===== src/rtl/scanq_pkg.sv =====
// Shared encodings for the single-scan queue sequencer.
// Assumes: 2-bit mode and status fields as documented in the brief.
package scanq_pkg;
    typedef enum logic [1:0] {
        MODE_OFF = 2'b00,
        MODE_SW  = 2'b01,
        MODE_EXT = 2'b10,
        MODE_TMR = 2'b11
    } qmode_e;

    typedef enum logic [1:0] {
        QS_IDLE    = 2'b00,
        QS_ACTIVE  = 2'b01,
        QS_PAUSED  = 2'b10,
        QS_PENDING = 2'b11
    } qstat_e;

    typedef enum logic [2:0] {
        ST_IDLE,
        ST_WAIT,
        ST_RUN,
        ST_HOLD,
        ST_GAP
    } seq_e;
endpackage


===== src/rtl/scanq_edge_sync.sv =====
// Synchronises the asynchronous trigger pin and emits a one-cycle pulse
// per rising edge. Assumes SYNC_STAGES >= 2 and pin pulses wider than
// one clock.
module scanq_edge_sync #(
    parameter int SYNC_STAGES = 2
) (
    input  logic clk,
    input  logic rst_n,
    input  logic pin,
    output logic rise
);
    localparam int TOP = SYNC_STAGES - 1;

    logic [TOP:0] sh;
    logic         last_q;

    // shift the pin through the synchroniser chain and keep the prior output
    always_ff @(posedge clk) begin
        if (!rst_n) begin
            sh     <= '0;
            last_q <= 1'b0;
        end else begin
            sh     <= {sh[TOP-1:0], pin};
            last_q <= sh[TOP];
        end
    end

    assign rise = sh[TOP] & ~last_q;

    a_r6_single_pulse: assert property (@(posedge clk) disable iff (!rst_n)
        rise |=> !rise);
endmodule


===== src/rtl/scanq_trig_sel.sv =====
// Chooses the trigger source for the selected mode. Software mode has no
// outside source (its triggers are generated in the sequencer).
module scanq_trig_sel
    import scanq_pkg::*;
(
    input  qmode_e mode,
    input  logic   ext_rise,
    input  logic   tmr_expire,
    output logic   trig
);
    // route the source that belongs to the current mode
    always_comb begin
        unique case (mode)
            MODE_EXT: trig = ext_rise;
            MODE_TMR: trig = tmr_expire;
            default:  trig = 1'b0;
        endcase
    end
endmodule


===== src/rtl/scanq_flags.sv =====
// Sticky completion and overrun flags with write-one clears, plus the
// interrupt enable. Assumes set events win over clears in one cycle.
module scanq_flags (
    input  logic clk,
    input  logic rst_n,
    input  logic ctl_we,
    input  logic ctl_ie,
    input  logic done_evt,
    input  logic ovr_evt,
    input  logic clr_done,
    input  logic clr_ovr,
    output logic done_flag,
    output logic ovr_flag,
    output logic done_irq
);
    logic ie_q;

    // hold flags and the interrupt enable; set beats clear
    always_ff @(posedge clk) begin
        if (!rst_n) begin
            done_flag <= 1'b0;
            ovr_flag  <= 1'b0;
            ie_q      <= 1'b0;
        end else begin
            if (done_evt)      done_flag <= 1'b1;
            else if (clr_done) done_flag <= 1'b0;
            if (ovr_evt)       ovr_flag  <= 1'b1;
            else if (clr_ovr)  ovr_flag  <= 1'b0;
            if (ctl_we)        ie_q      <= ctl_ie;
        end
    end

    assign done_irq = done_flag & ie_q;

    a_r10_set_wins: assert property (@(posedge clk) disable iff (!rst_n)
        done_evt |=> done_flag);
    a_r8_ovr_sticky: assert property (@(posedge clk) disable iff (!rst_n)
        (ovr_flag && !clr_ovr) |=> ovr_flag);
    a_r12_ovr_clear: assert property (@(posedge clk) disable iff (!rst_n)
        (clr_ovr && !ovr_evt) |=> !ovr_flag);
endmodule


===== src/rtl/scanq_seq_fsm.sv =====
// Queue walker: arming, trigger waits, per-word conversion handshake,
// pauses, end of queue and mode-change abort. Assumes conv_done only
// arrives while conv_start is high, and that cw_pause/cw_end describe the
// word at cw_addr.
module scanq_seq_fsm
    import scanq_pkg::*;
#(
    parameter  int DEPTH      = 16,
    parameter  int GAP_CYCLES = 2,
    localparam int AW         = $clog2(DEPTH),
    localparam int GW         = $clog2(GAP_CYCLES + 1)
) (
    input  logic          clk,
    input  logic          rst_n,
    input  logic          ctl_we,
    input  qmode_e        ctl_mode,
    input  logic          ctl_arm,
    input  logic          trig,
    input  logic          conv_done,
    input  logic          cw_pause,
    input  logic          cw_end,
    output logic [AW-1:0] cw_addr,
    output logic          conv_start,
    output logic          conv_abort,
    output qstat_e        q_status,
    output qmode_e        mode,
    output logic          done_evt,
    output logic          ovr_evt
);
    seq_e          st;
    logic [GW-1:0] gap;
    logic          mode_chg;
    logic          last_word;

    assign mode_chg  = ctl_we && (ctl_mode != mode);
    assign last_word = cw_end || (cw_addr == AW'(DEPTH - 1));

    // completion and overrun events for the flag block
    assign done_evt = (st == ST_RUN) && conv_done && last_word && !mode_chg;
    assign ovr_evt  = (st == ST_RUN) && trig && !mode_chg;

    // sequencing state, address and abort pulse
    always_ff @(posedge clk) begin
        if (!rst_n) begin
            st         <= ST_IDLE;
            mode       <= MODE_OFF;
            cw_addr    <= '0;
            gap        <= '0;
            conv_abort <= 1'b0;
        end else begin
            conv_abort <= 1'b0;
            if (mode_chg) begin
                mode       <= ctl_mode;
                cw_addr    <= '0;
                gap        <= '0;
                conv_abort <= (st == ST_RUN);
                if (ctl_arm && ctl_mode == MODE_SW)       st <= ST_RUN;
                else if (ctl_arm && ctl_mode != MODE_OFF) st <= ST_WAIT;
                else                                      st <= ST_IDLE;
            end else begin
                unique case (st)
                    ST_IDLE: begin
                        if (ctl_we && ctl_arm && mode != MODE_OFF) begin
                            cw_addr <= '0;
                            st      <= (mode == MODE_SW) ? ST_RUN : ST_WAIT;
                        end
                    end
                    ST_WAIT: if (trig) st <= ST_RUN;
                    ST_RUN: begin
                        if (conv_done) begin
                            if (last_word) begin
                                cw_addr <= '0;
                                st      <= ST_IDLE;
                            end else begin
                                cw_addr <= cw_addr + 1'b1;
                                if (cw_pause) begin
                                    gap <= '0;
                                    st  <= (mode == MODE_SW) ? ST_GAP : ST_HOLD;
                                end
                            end
                        end
                    end
                    ST_HOLD: if (trig) st <= ST_RUN;
                    ST_GAP: begin
                        if (gap == GW'(GAP_CYCLES - 1)) st  <= ST_RUN;
                        else                            gap <= gap + 1'b1;
                    end
                    default: st <= ST_IDLE;
                endcase
            end
        end
    end

    // map internal state to the reported status and converter request
    always_comb begin
        unique case (st)
            ST_RUN:          q_status = QS_ACTIVE;
            ST_HOLD, ST_GAP: q_status = QS_PAUSED;
            ST_WAIT:         q_status = QS_PENDING;
            default:         q_status = QS_IDLE;
        endcase
    end

    assign conv_start = (st == ST_RUN);

    a_r1_unarmed_stays_idle: assert property (@(posedge clk) disable iff (!rst_n)
        (q_status == QS_IDLE && !ctl_we) |=> q_status == QS_IDLE);
    a_r3_sw_arm_starts: assert property (@(posedge clk) disable iff (!rst_n)
        (q_status == QS_IDLE && ctl_we && ctl_arm && ctl_mode == MODE_SW)
        |=> (conv_start && cw_addr == '0));
    a_r5_end_goes_idle: assert property (@(posedge clk) disable iff (!rst_n)
        done_evt |=> (q_status == QS_IDLE && !conv_start));
    a_r7_paused_no_request: assert property (@(posedge clk) disable iff (!rst_n)
        (q_status == QS_PAUSED) |-> !conv_start);
    a_r9_abort_on_mode_change: assert property (@(posedge clk) disable iff (!rst_n)
        (mode_chg && conv_start) |=> (conv_abort && cw_addr == '0));
    a_r4_same_mode_write_ignored: assert property (@(posedge clk) disable iff (!rst_n)
        (q_status == QS_PENDING && ctl_we && !mode_chg && !trig)
        |=> q_status == QS_PENDING);
endmodule


===== src/rtl/scanq_single_seq.sv =====
// Top of the single-scan queue sequencer: trigger synchroniser, source
// select, queue walker and sticky flags. Assumes one command-word lookup
// outside the block, combinational on cw_addr.
module scanq_single_seq
    import scanq_pkg::*;
#(
    parameter  int DEPTH       = 16,
    parameter  int SYNC_STAGES = 2,
    parameter  int GAP_CYCLES  = 2,
    localparam int AW          = $clog2(DEPTH)
) (
    input  logic          clk,
    input  logic          rst_n,
    input  logic          ctl_we,
    input  logic [1:0]    ctl_mode,
    input  logic          ctl_arm,
    input  logic          ctl_ie,
    input  logic          clr_done,
    input  logic          clr_ovr,
    output logic          arm_rdata,
    input  logic          ext_trig,
    input  logic          tmr_expire,
    output logic [AW-1:0] cw_addr,
    input  logic          cw_pause,
    input  logic          cw_end,
    output logic          conv_start,
    input  logic          conv_done,
    output logic          conv_abort,
    output logic          done_flag,
    output logic          done_irq,
    output logic          ovr_flag,
    output logic [1:0]    q_status
);
    logic   ext_rise;
    logic   trig;
    logic   done_evt;
    logic   ovr_evt;
    qmode_e mode;
    qstat_e stat;

    assign arm_rdata = 1'b0;
    assign q_status  = stat;

    scanq_edge_sync #(.SYNC_STAGES(SYNC_STAGES)) u_sync (
        .clk   (clk),
        .rst_n (rst_n),
        .pin   (ext_trig),
        .rise  (ext_rise)
    );

    scanq_trig_sel u_sel (
        .mode       (mode),
        .ext_rise   (ext_rise),
        .tmr_expire (tmr_expire),
        .trig       (trig)
    );

    scanq_seq_fsm #(.DEPTH(DEPTH), .GAP_CYCLES(GAP_CYCLES)) u_fsm (
        .clk        (clk),
        .rst_n      (rst_n),
        .ctl_we     (ctl_we),
        .ctl_mode   (qmode_e'(ctl_mode)),
        .ctl_arm    (ctl_arm),
        .trig       (trig),
        .conv_done  (conv_done),
        .cw_pause   (cw_pause),
        .cw_end     (cw_end),
        .cw_addr    (cw_addr),
        .conv_start (conv_start),
        .conv_abort (conv_abort),
        .q_status   (stat),
        .mode       (mode),
        .done_evt   (done_evt),
        .ovr_evt    (ovr_evt)
    );

    scanq_flags u_flags (
        .clk       (clk),
        .rst_n     (rst_n),
        .ctl_we    (ctl_we),
        .ctl_ie    (ctl_ie),
        .done_evt  (done_evt),
        .ovr_evt   (ovr_evt),
        .clr_done  (clr_done),
        .clr_ovr   (clr_ovr),
        .done_flag (done_flag),
        .ovr_flag  (ovr_flag),
        .done_irq  (done_irq)
    );
endmodule


===== config.mk =====
export PLATFORM = sky130hd
export DESIGN_NAME = scanq_single_seq
export DESIGN_NICKNAME = d
export VERILOG_FILES = /design/src/rtl/scanq_pkg.sv /design/src/rtl/scanq_edge_sync.sv /design/src/rtl/scanq_trig_sel.sv /design/src/rtl/scanq_flags.sv /design/src/rtl/scanq_seq_fsm.sv /design/src/rtl/scanq_single_seq.sv
export SDC_FILE = /design/constraint.sdc
export NUM_CORES = 1
export LEC_CHECK = 0
export BUFFER_PORTS_ARGS = -buffer_cell sky130_fd_sc_hd__buf_2
export CAP_MARGIN = 25
export CORE_UTILIZATION = 45
export CTS_CLUSTER_SIZE = 20
export DETAILED_ROUTE_END_ITERATION = 7
export PLACE_DENSITY_LB_ADDON = 0.15
export SLEW_MARGIN = 15
export SYNTH_ARGS = -nofsm -noshare
export SYNTH_HDL_FRONTEND = slang
export SYNTH_SLANG_ARGS = --single-unit
export TNS_END_PERCENT = 10

===== constraint.sdc =====
create_clock -name clk -period 4.5 [get_ports clk]
set_input_delay 0.675 -clock clk [delete_from_list [all_inputs] [get_ports clk]]
set_output_delay 0.675 -clock clk [all_outputs]
set_load 0.01 [all_outputs]

### Word level (Yosys, flattened, before mapping)

Index checks and enable logic that the tools add are counted.

* flip-flop bits (word level): 18
* input port bits: 14
* output and inout bits: 12
* word-level logic and storage cells: 90

* add/subtract/negate cells: 2
* eq/ne operators: 21
* mux-type cells: 27
* bitwise logic cells: 4
* reduce and logical (&&, ||, !) cells: 26

Operators by type and width (number)
* 2-to-1 mux 3 bit: 9
* 2-to-1 mux 4 bit: 3
* != test 3 x 1 -> 1 bit, second input constant: 4
* one-hot mux 3 bit (4 select lines): 1
* nonzero test 2 bit: 6
* logical AND 1 bit: 10
* 2-to-1 mux 2 bit: 5
* AND reduction 5 bit: 2
* one-hot mux 4 bit (2 select lines): 1
* equality test 2 x 1 -> 1 bit, second input constant: 3
* equality test 3 x 2 -> 1 bit, second input constant: 2
* != test 2 bit, second input constant: 3
* one-hot mux 2 bit (3 select lines): 1
* OR reduction 2 bit: 3
* 2-to-1 mux 1 bit: 5
* adder 4 x 1 -> 4 bit, second input constant: 1
* equality test 2 bit, second input constant: 2
* equality test 4 bit, second input constant: 1
* != test 2 x 1 -> 1 bit, second input constant: 2
* != test 4 x 2 -> 1 bit, second input constant: 1
* one-hot mux 2 bit (2 select lines): 1
* equality test 3 x 1 -> 1 bit, second input constant: 1
* equality test 3 bit, second input constant: 1
* logical NOT 3 bit: 1
* 9 further kinds: 11

### Depth between registers and ports, before layout

Gate-level depths: netlist (run 1).

* depth in word-level cells: 7
* depth in mapped cells: 7
* mapped depth without buffers: 7

### By module

A second synthesis (run 1) with hierarchy kept.

* cell total of the unflattened synthesis: 117
* area total of the unflattened synthesis: 1019.7 um2

By module, submodules not included
* scanq_seq_fsm: instances 1, cells each 96, area an instance 780.7 um2, seq. area each 240.2 um2
* scanq_flags: instances 1, cells each 10, area an instance 118.9 um2, seq. area each 60.1 um2
* scanq_edge_sync: instances 1, cells each 7, area an instance 92.6 um2, seq. area each 60.1 um2
* scanq_trig_sel: instances 1, cells each 2, area an instance 16.3 um2, seq. area each 0.0 um2
* scanq_single_seq: instances 1, cells each 2, area an instance 11.3 um2, seq. area each 0.0 um2

### Least setup slack after synthesis (run 1)

OpenSTA, ideal clock, no wires.

* path type: input -> register
* from: in ctl_we
* to: reg u_fsm.st[1]
* library setup time: 79 ps
* arrival time: 1778 ps
* required time: 4421 ps
* path slack: 2643 ps
* stages: 6
* path buffers: 1
* cells stage by stage: clkbuf_1 > o211ai_1 > a211o_1 > a211oi_1 > o2111ai_1 > o211ai_1

* cells in the longest elaborated chain, start to end: 4
* elaborated cells on any way between the ends: 10
* classes of those cells: eq/ne (5); mux (1); reduce/logical (4)

RTL lines
* start, declared: line scanq_single_seq.sv:14 `input logic ctl_we,`
* logical AND 1 bit (2 in series): line scanq_seq_fsm.sv:63 `if (ctl_we && ctl_arm && mode != MODE_OFF) begin`
* != test 3 x 1 -> 1 bit (no line)
* AND reduction 5 bit (no line)
* end signal, assigned: line scanq_seq_fsm.sv:65 `st <= (mode == MODE_SW) ? ST_RUN : ST_WAIT;`
* end signal, assigned: line scanq_seq_fsm.sv:78 `st <= (mode == MODE_SW) ? ST_GAP : ST_HOLD;`
* end, declared: line scanq_seq_fsm.sv:30 `seq_e st;`

Parallel ways exist; a longest one is shown, timed or not.
A chain may end at the register's enable or synchronous reset.

### Final worst setup path (run 1)

* from: reg u_fsm.st[1]
* to: out conv_start

* cells in the longest elaborated chain, start to end: 1

RTL lines
* equality test 3 x 2 -> 1 bit: line scanq_seq_fsm.sv:104 `assign conv_start = (st == ST_RUN);`
* end, declared: line scanq_single_seq.sv:26 `output logic conv_start,`

No other way between the ends.

==> results of run 1 <==
cells by family after synthesis:
logic type	Yosys count
compound gates	30
xor+xnor	3
fa+ha+maj	2
buf+inv	9
flops	18
mux	3
other cells	1
simple gates	52
flip-flops by register name (all words and copies together) (netlist names):
| signal | flops |
|---|---|
| u_fsm.cw_addr | 4 |
| u_sync.sh | 2 |
| u_fsm.mode | 2 |
| u_sync.last_q | 1 |
| u_fsm.conv_abort | 1 |
| u_fsm.gap | 2 |
| u_fsm.st | 3 |
| u_flags.done_flag | 1 |
| u_flags.ovr_flag | 1 |
| u_flags.ie_q | 1 |
synthesized netlist by cell type (all sizes together):
cell / n
nor3b: 1
o21ai: 6
o211ai: 2
conb: 1
or3: 2
nor2b: 8
a211o: 1
a2111oi: 1
clkbuf: 2
nor3: 4
a211oi: 1
nand3: 2
nand2: 7
a31o: 1
and3: 1
o211a: 1
a21boi: 1
or4b: 1
o21a: 1
a21oi: 9
and2: 6
mux2i: 3
nand4: 3
a32oi: 1
ha: 2
nor4b: 2
nand2b: 2
buf: 4
o21bai: 1
dfxtp: 18
a31oi: 3
nand4bb: 1
or3b: 2
nor2: 10
xnor2: 3
o2111ai: 1
inv: 3
layer usage:
layer  up-vias  track usage, %  wire (um)
met2        18            29.9        908
met3         4            4.67         69
met5         -               0          0
met4         0            6.37         26
met1       413            22.9        962
li1        471               -          -
worst min-delay path by stage:
| stage | to | slack [ns] | cells after the start |
|---|---|---|---|
| 2_1_floorplan | u_sync.sh[1]$_SDFF_PN0_ | 0.41 | 1 |
| 3_3_place_gp | u_sync.sh[1]$_SDFF_PN0_ | 0.42 | 1 |
| 3_5_place_dp | u_sync.sh[1]$_SDFF_PN0_ | 0.42 | 1 |
| 4_1_cts | u_sync.sh[1]$_SDFF_PN0_ | 0.45 | 1 |
| 5_1_grt | u_sync.sh[1]$_SDFF_PN0_ | 0.46 | 1 |
| 6_report | u_sync.sh[1]$_SDFF_PN0_ | 0.45 | 1 |
power groups by stage:
stage          Sequential (mW)  Clock [mW]  Combinational [mW]
2_1_floorplan            0.175           0              0.0742
4_1_cts                  0.180       0.104              0.0885
5_1_grt                  0.182       0.112              0.0970
3_3_place_gp             0.184           0              0.0861
3_5_place_dp             0.183           0              0.0878
6_report                 0.180       0.101              0.0871
per-stage QoR:
| stage | util, % | total power, mW | hold slack, ns | instances |
|---|---|---|---|---|
| final | 56.8 | 0.368 | 0.449 | 167 |
| after global routing | 56.8 | 0.391 | 0.457 | 167 |
| after CTS | 56.8 | 0.372 | 0.453 | 167 |
| after detailed placement | 55.0 | 0.271 | 0.422 | 163 |
| after global placement | 55.0 | 0.270 | 0.420 | 163 |
| after floorplan | - | 0.249 | 0.412 | 118 |
critical path, cell delays in order, from the launching register on:
cell and delay [ns]:
dfxtp_1 0.57, or3b_4 0.48, inv_1 0.08, buf_2 0.12
cell type report:
type	count	area [sq um]
well taps	27	33.8
flip-flops and latches	18	360
clock buffers	4	36.3
repair buffers	24	120
inverters	3	11.3
fillers	196	873
multi-input cells	91	587
cell usage in the layout, fill, tap and decap left out, types with 2 or more instances in the layout:
cell type   n
buf_2      24
dfxtp_1    18
nor2_1      9
nor2b_1     8
a21oi_1     8
nand2_1     7
and2_1      6
o21ai_0     6
nor3_1      4
inv_1       3
xnor2_1     3
mux2i_1     3
a31oi_1     3
nand4_1     3
clkbuf_4    3
nand2b_1    2
nor4b_1     2
o211ai_1    2
or3_1       2
nand3_1     2
ha_1        2
==> impl_metrics.json, run 1 <==
{
  "timing.fmax_mhz": 450,
  "worst_ep_required_time_ns": 3.83,
  "crit_path_max_fanout": 13,
  "drv_cap": 0,
  "reg2reg_depth": 6,
  "place_area_sq_mm": 0.00111,
  "gr-total-overflow": 0,
  "die_x_um": 49.0,
  "synth_compound_area_share_pct": 19.7,
  "start_util_pct": 49.2,
  "synth_xor_area_share_pct": 2.64,
  "synth.top_cells.by_area": "dfxtp_1 36%, nor2b_1 5.0%, a21oi_1 4.0%",
  "ff2ff_setup_slack_ns": 2.61,
  "cts.root.buffer_cell": "clkbuf_4",
  "cts_tree": "done",
  "drive_gt1_share_pct": 23.6,
  "die_h_um": 49.0,
  "p_sw_share_pct": 30.1,
  "grt_use_total_pct": 18.2,
  "run_status": "finished, final reports clean",
  "antenna_cells": 0,
  "critPathArrivalTime_ns": 1.55,
  "gp_congestion": 0.762,
  "cts_buffers": 3,
  "post-route-drc-count": 0,
  "pin_count": 26,
  "startpoint_type": "flip-flop",
  "antenna_left": 0,
  "finalSetupViolCount": 0,
  "critPathKind": "flip-flop to output port",
  "hp-class": "flip-flop to flip-flop",
  "cts_resized": 0,
  "p_int_uw": 257,
  "finalHoldViolations": 0,
  "core-area_sq_mm": 0.00202,
  "drt_iter0_markers": 22,
  "worstMarginPinSlew_ns": 0.494,
  "antenna_found_initial": 0,
  "worstSkewPairLatency_ns": 0.30,
  "syn_avg_cell_area_sq_um": 8.43,
  "pwr-share-clk_pct": 27.5,
  "synth_top_area_cell": "dfxtp_1",
  "pwr-share-seq_pct": 48.8,
  "ys_ff_latch": 18,
  "reg2reg_to": "u_fsm.st[1]$_SDFFE_PN0P_",
  "synth_top_family_by_area": "simple AND/OR/NAND/NOR gates",
  "finalNetCount": 157,
  "grt_pass1_wl_um": 3460,
  "via_count": 906,
  "numPortBuffers": 24,
  "final_area_sq_mm": 0.00115,
  "synth_cell_type_count": 42,
  "skew_ns": 0.0109,
  "hp-start": "u_sync.sh[0]$_SDFF_PN0_",
  "rows": 16,
  "vias_per_cell": 5.43,
  "synth_fp_nets": 134,
  "fin_tns_setup_ns": 0,
  "rsz0062_at_grt": "false",
  "netlist_instances": 118,
  "synth_top_area_share_pct": 36.2,
  "min_period_ns": 2.22,
  "synth.cell_area_sq_um": 995,
  "ys_warn_count": 0,
  "grt_max_degree": 15,
  "critPathCaptureType": "output port",
  "layout_setup_ws_ns": 2.28,
  "wire_per_inst_um": 11.8,
  "startpoint": "u_fsm.st[1]$_SDFFE_PN0P_",
  "muxShareOfSynthArea_pct": 3.02,
  "dp_slack_ns": 2.48,
  "synthToLayoutAreaGrowth_pct": 15.5,
  "synthSimpleGateAreaFrac_pct": 30.7,
  "path_clk_slew_ns": 0.11,
  "slew-limit-headroom_pct": 66.6,
  "synth_fa_ha_area_share_pct": 2.52,
  "post-dp-hpwl_um": 1520,
  "r2r-start": "u_fsm.cw_addr[0]$_SDFFE_PP0P_",
  "power.density_mw_per_mm2": 321,
  "power_leakage_nw": 0.484,
  "p_comb_share_pct": 23.7,
  "numClockSinks": 18,
  "fin_crit_sh_pct": 49.4,
  "grt_pass1_vias": 805,
  "routed_wl_um": 1970,
  "cts_hold_buf": 0,
  "critPathCapture": "conv_start",
  "htree_levels": 1,
  "final_max_slew_viol_count": 0,
  "switchingPower_uw": 111,
  "ys_seq_area_share_pct": 36.2,
  "drt_first_pass_iters": 5,
  "die-area_sq_mm": 0.00240,
  "clock_tree.buffer_depth": 2,
  "post_cts_buffers": 0,
  "max-vdd-ir-drop_mv": 0.199
}
Note: power is estimated with default switching activity, not from simulation.
==> inputs of run 2 (changes only) <==
clock period = 1.8 ns   (was 4.5 ns; I/O delays follow)
==> impl_metrics.json, run 2 (synthesized netlist as in run 1, its figures left out) <==
{
  "pwr-share-clk_pct": 26.4,
  "cts_tree": "done",
  "clock_tree.buffer_depth": 2,
  "cts.root.buffer_cell": "clkbuf_4",
  "drt_iter0_markers": 28,
  "path_clk_slew_ns": 0.11,
  "p_int_uw": 666,
  "min_period_ns": 1.71,
  "finalNetCount": 164,
  "critPathKind": "flip-flop to flip-flop",
  "run_status": "finished, final reports clean",
  "power_leakage_nw": 0.522,
  "grt_max_degree": 15,
  "switchingPower_uw": 297,
  "worst_ep_required_time_ns": 2.03,
  "htree_levels": 1,
  "grt_use_total_pct": 20.2,
  "gr-total-overflow": 0,
  "dp.cells": 170,
  "startpoint_type": "flip-flop",
  "synthToLayoutAreaGrowth_pct": 22.6,
  "top_register": "u_fsm.cw_addr",
  "crit_path_max_fanout": 4,
  "pin_count": 26,
  "crit_slowest_cell": "or4b_4",
  "critPathCaptureType": "flip-flop",
  "path_buf_inv": 0,
  "numPortBuffers": 24,
  "nFillCells": 204,
  "final_common_cell": "buf_2",
  "die_x_um": 49.0,
  "die-area_sq_mm": 0.00240,
  "core-area_sq_mm": 0.00202,
  "skew_ns": 0.00145,
  "vias_per_cell": 5.54,
  "antenna_left": 0,
  "worstSkewPairLatency_ns": 0.30,
  "p_sw_share_pct": 30.8,
  "final_cell_mix": "24 x buf_2, 17 x dfxtp_1, 9 x nor2_1",
  "path_delay_family": "simple AND/OR/NAND/NOR gates",
  "start_util_pct": 49.2,
  "fin_tns_setup_ns": 0,
  "routed_wl_um": 2280,
  "post-route-drc-count": 0,
  "finalHoldViolations": 0,
  "max-vdd-ir-drop_mv": 0.438,
  "rows": 16,
  "hp-class": "input pin to flip-flop",
  "power_uw": 963,
  "grt_pass1_wl_um": 3860,
  "p_comb_share_pct": 27.7,
  "numClockSinks": 18,
  "post_cts_buffers": 0,
  "final_max_slew_viol_count": 0,
  "largest_reg_flops": 4,
  "drive_gt1_share_pct": 30.6,
  "die_h_um": 49.0,
  "fin_crit_sh_pct": 95.3,
  "post-dp-hpwl_um": 1670,
  "pwr-share-seq_pct": 45.9,
  "timing.fmax_mhz": 583,
  "wire_per_inst_um": 13.1,
  "cts_buffers": 3,
  "top_regs": "u_fsm.cw_addr: 4 flops, u_fsm.st: 3 flops",
  "antenna_found_initial": 0,
  "hold_ws_ns": 0.184,
  "critPathMaxStageDelay_ns": 0.50,
  "fin_cells": 174,
  "grt_pass1_vias": 893,
  "ff2ff_setup_slack_ns": 0.09,
  "finalSetupViolCount": 0,
  "power.density_mw_per_mm2": 789,
  "path_cells": "ha_2 -> a31o_2 -> or4b_4 -> nand4bb_1 -> o2111ai_1 -> o211ai_1",
  "critPathArrivalTime_ns": 1.94,
  "final_area_sq_mm": 0.00122,
  "via_count": 964,
  "drt_first_pass_iters": 4,
  "place_area_sq_mm": 0.00116,
  "antenna_cells": 0,
  "gp_congestion": 0.800,
  "drv_cap": 0
}
[run 2: cell count changes in the layout (fill, tap and decap cells not counted), sizes merged]
cell and change:
buf +7
[run 2: what timing repair did]
| item | in CTS | in global routing |
|---|---|---|
| setup endpoints to repair | 0 | 4 |
| hold buffers | 0 | 0 |
| gates resized for setup | 0 | 6 |
[run 2: cell type report]
class | instances | area [sq um] | area share, %
Inverter | 3 | 11.3 | 0.923
Clock buffer | 4 | 36.3 | 2.97
Tap cell | 27 | 33.8 | 2.77
Timing Repair Buffer | 31 | 173 | 14.2
Sequential cell | 18 | 362 | 29.6
Multi-Input combinational cell | 91 | 604 | 49.5
[run 2: metrics by stage]
step	util, %	setup slack, ns
final	60.3	0.0850
after global routing	60.3	-0.00299
after detailed placement	57.6	0.0641
after CTS	59.4	0.0395
after global placement	57.6	0.0933
after floorplan	-	0.0364
[run 2: worst paths after layout]
| check | start | end | cells after the start |
|---|---|---|---|
| setup / recovery | u_fsm.cw_addr[1]$_SDFFE_PP0P_ | u_fsm.st[1]$_SDFFE_PN0P_ | 6 |
| hold / removal | ext_trig | u_sync.sh[0]$_SDFF_PN0_ | 2 |
| setup reg to reg | u_fsm.cw_addr[1]$_SDFFE_PP0P_ | u_fsm.st[1]$_SDFFE_PN0P_ | 6 |
| hold reg to reg | u_sync.sh[0]$_SDFF_PN0_ | u_sync.sh[1]$_SDFF_PN0_ | 1 |
[run 2: metal layers]
metal  routed length [um]  GRT usage, %  part of all wire [%]  vias to the layer above
li1                     -             -                     -                      483
met1                 1060          25.8                    46                      451
met2                 1100          33.3                    48                       28
met3                  104          4.05                   4.6                        2
met4                   14          7.35                  0.61                        0
met5                    0             0                     0                        -
[run 2: power groups by stage]
stage	registers, mW	clock network (mW)	logic [mW]
final	0.441	0.254	0.267
after global routing	0.444	0.280	0.293
after CTS	0.439	0.269	0.255
after detailed placement	0.448	0	0.252
after global placement	0.447	0	0.249
after floorplan	0.437	0	0.185
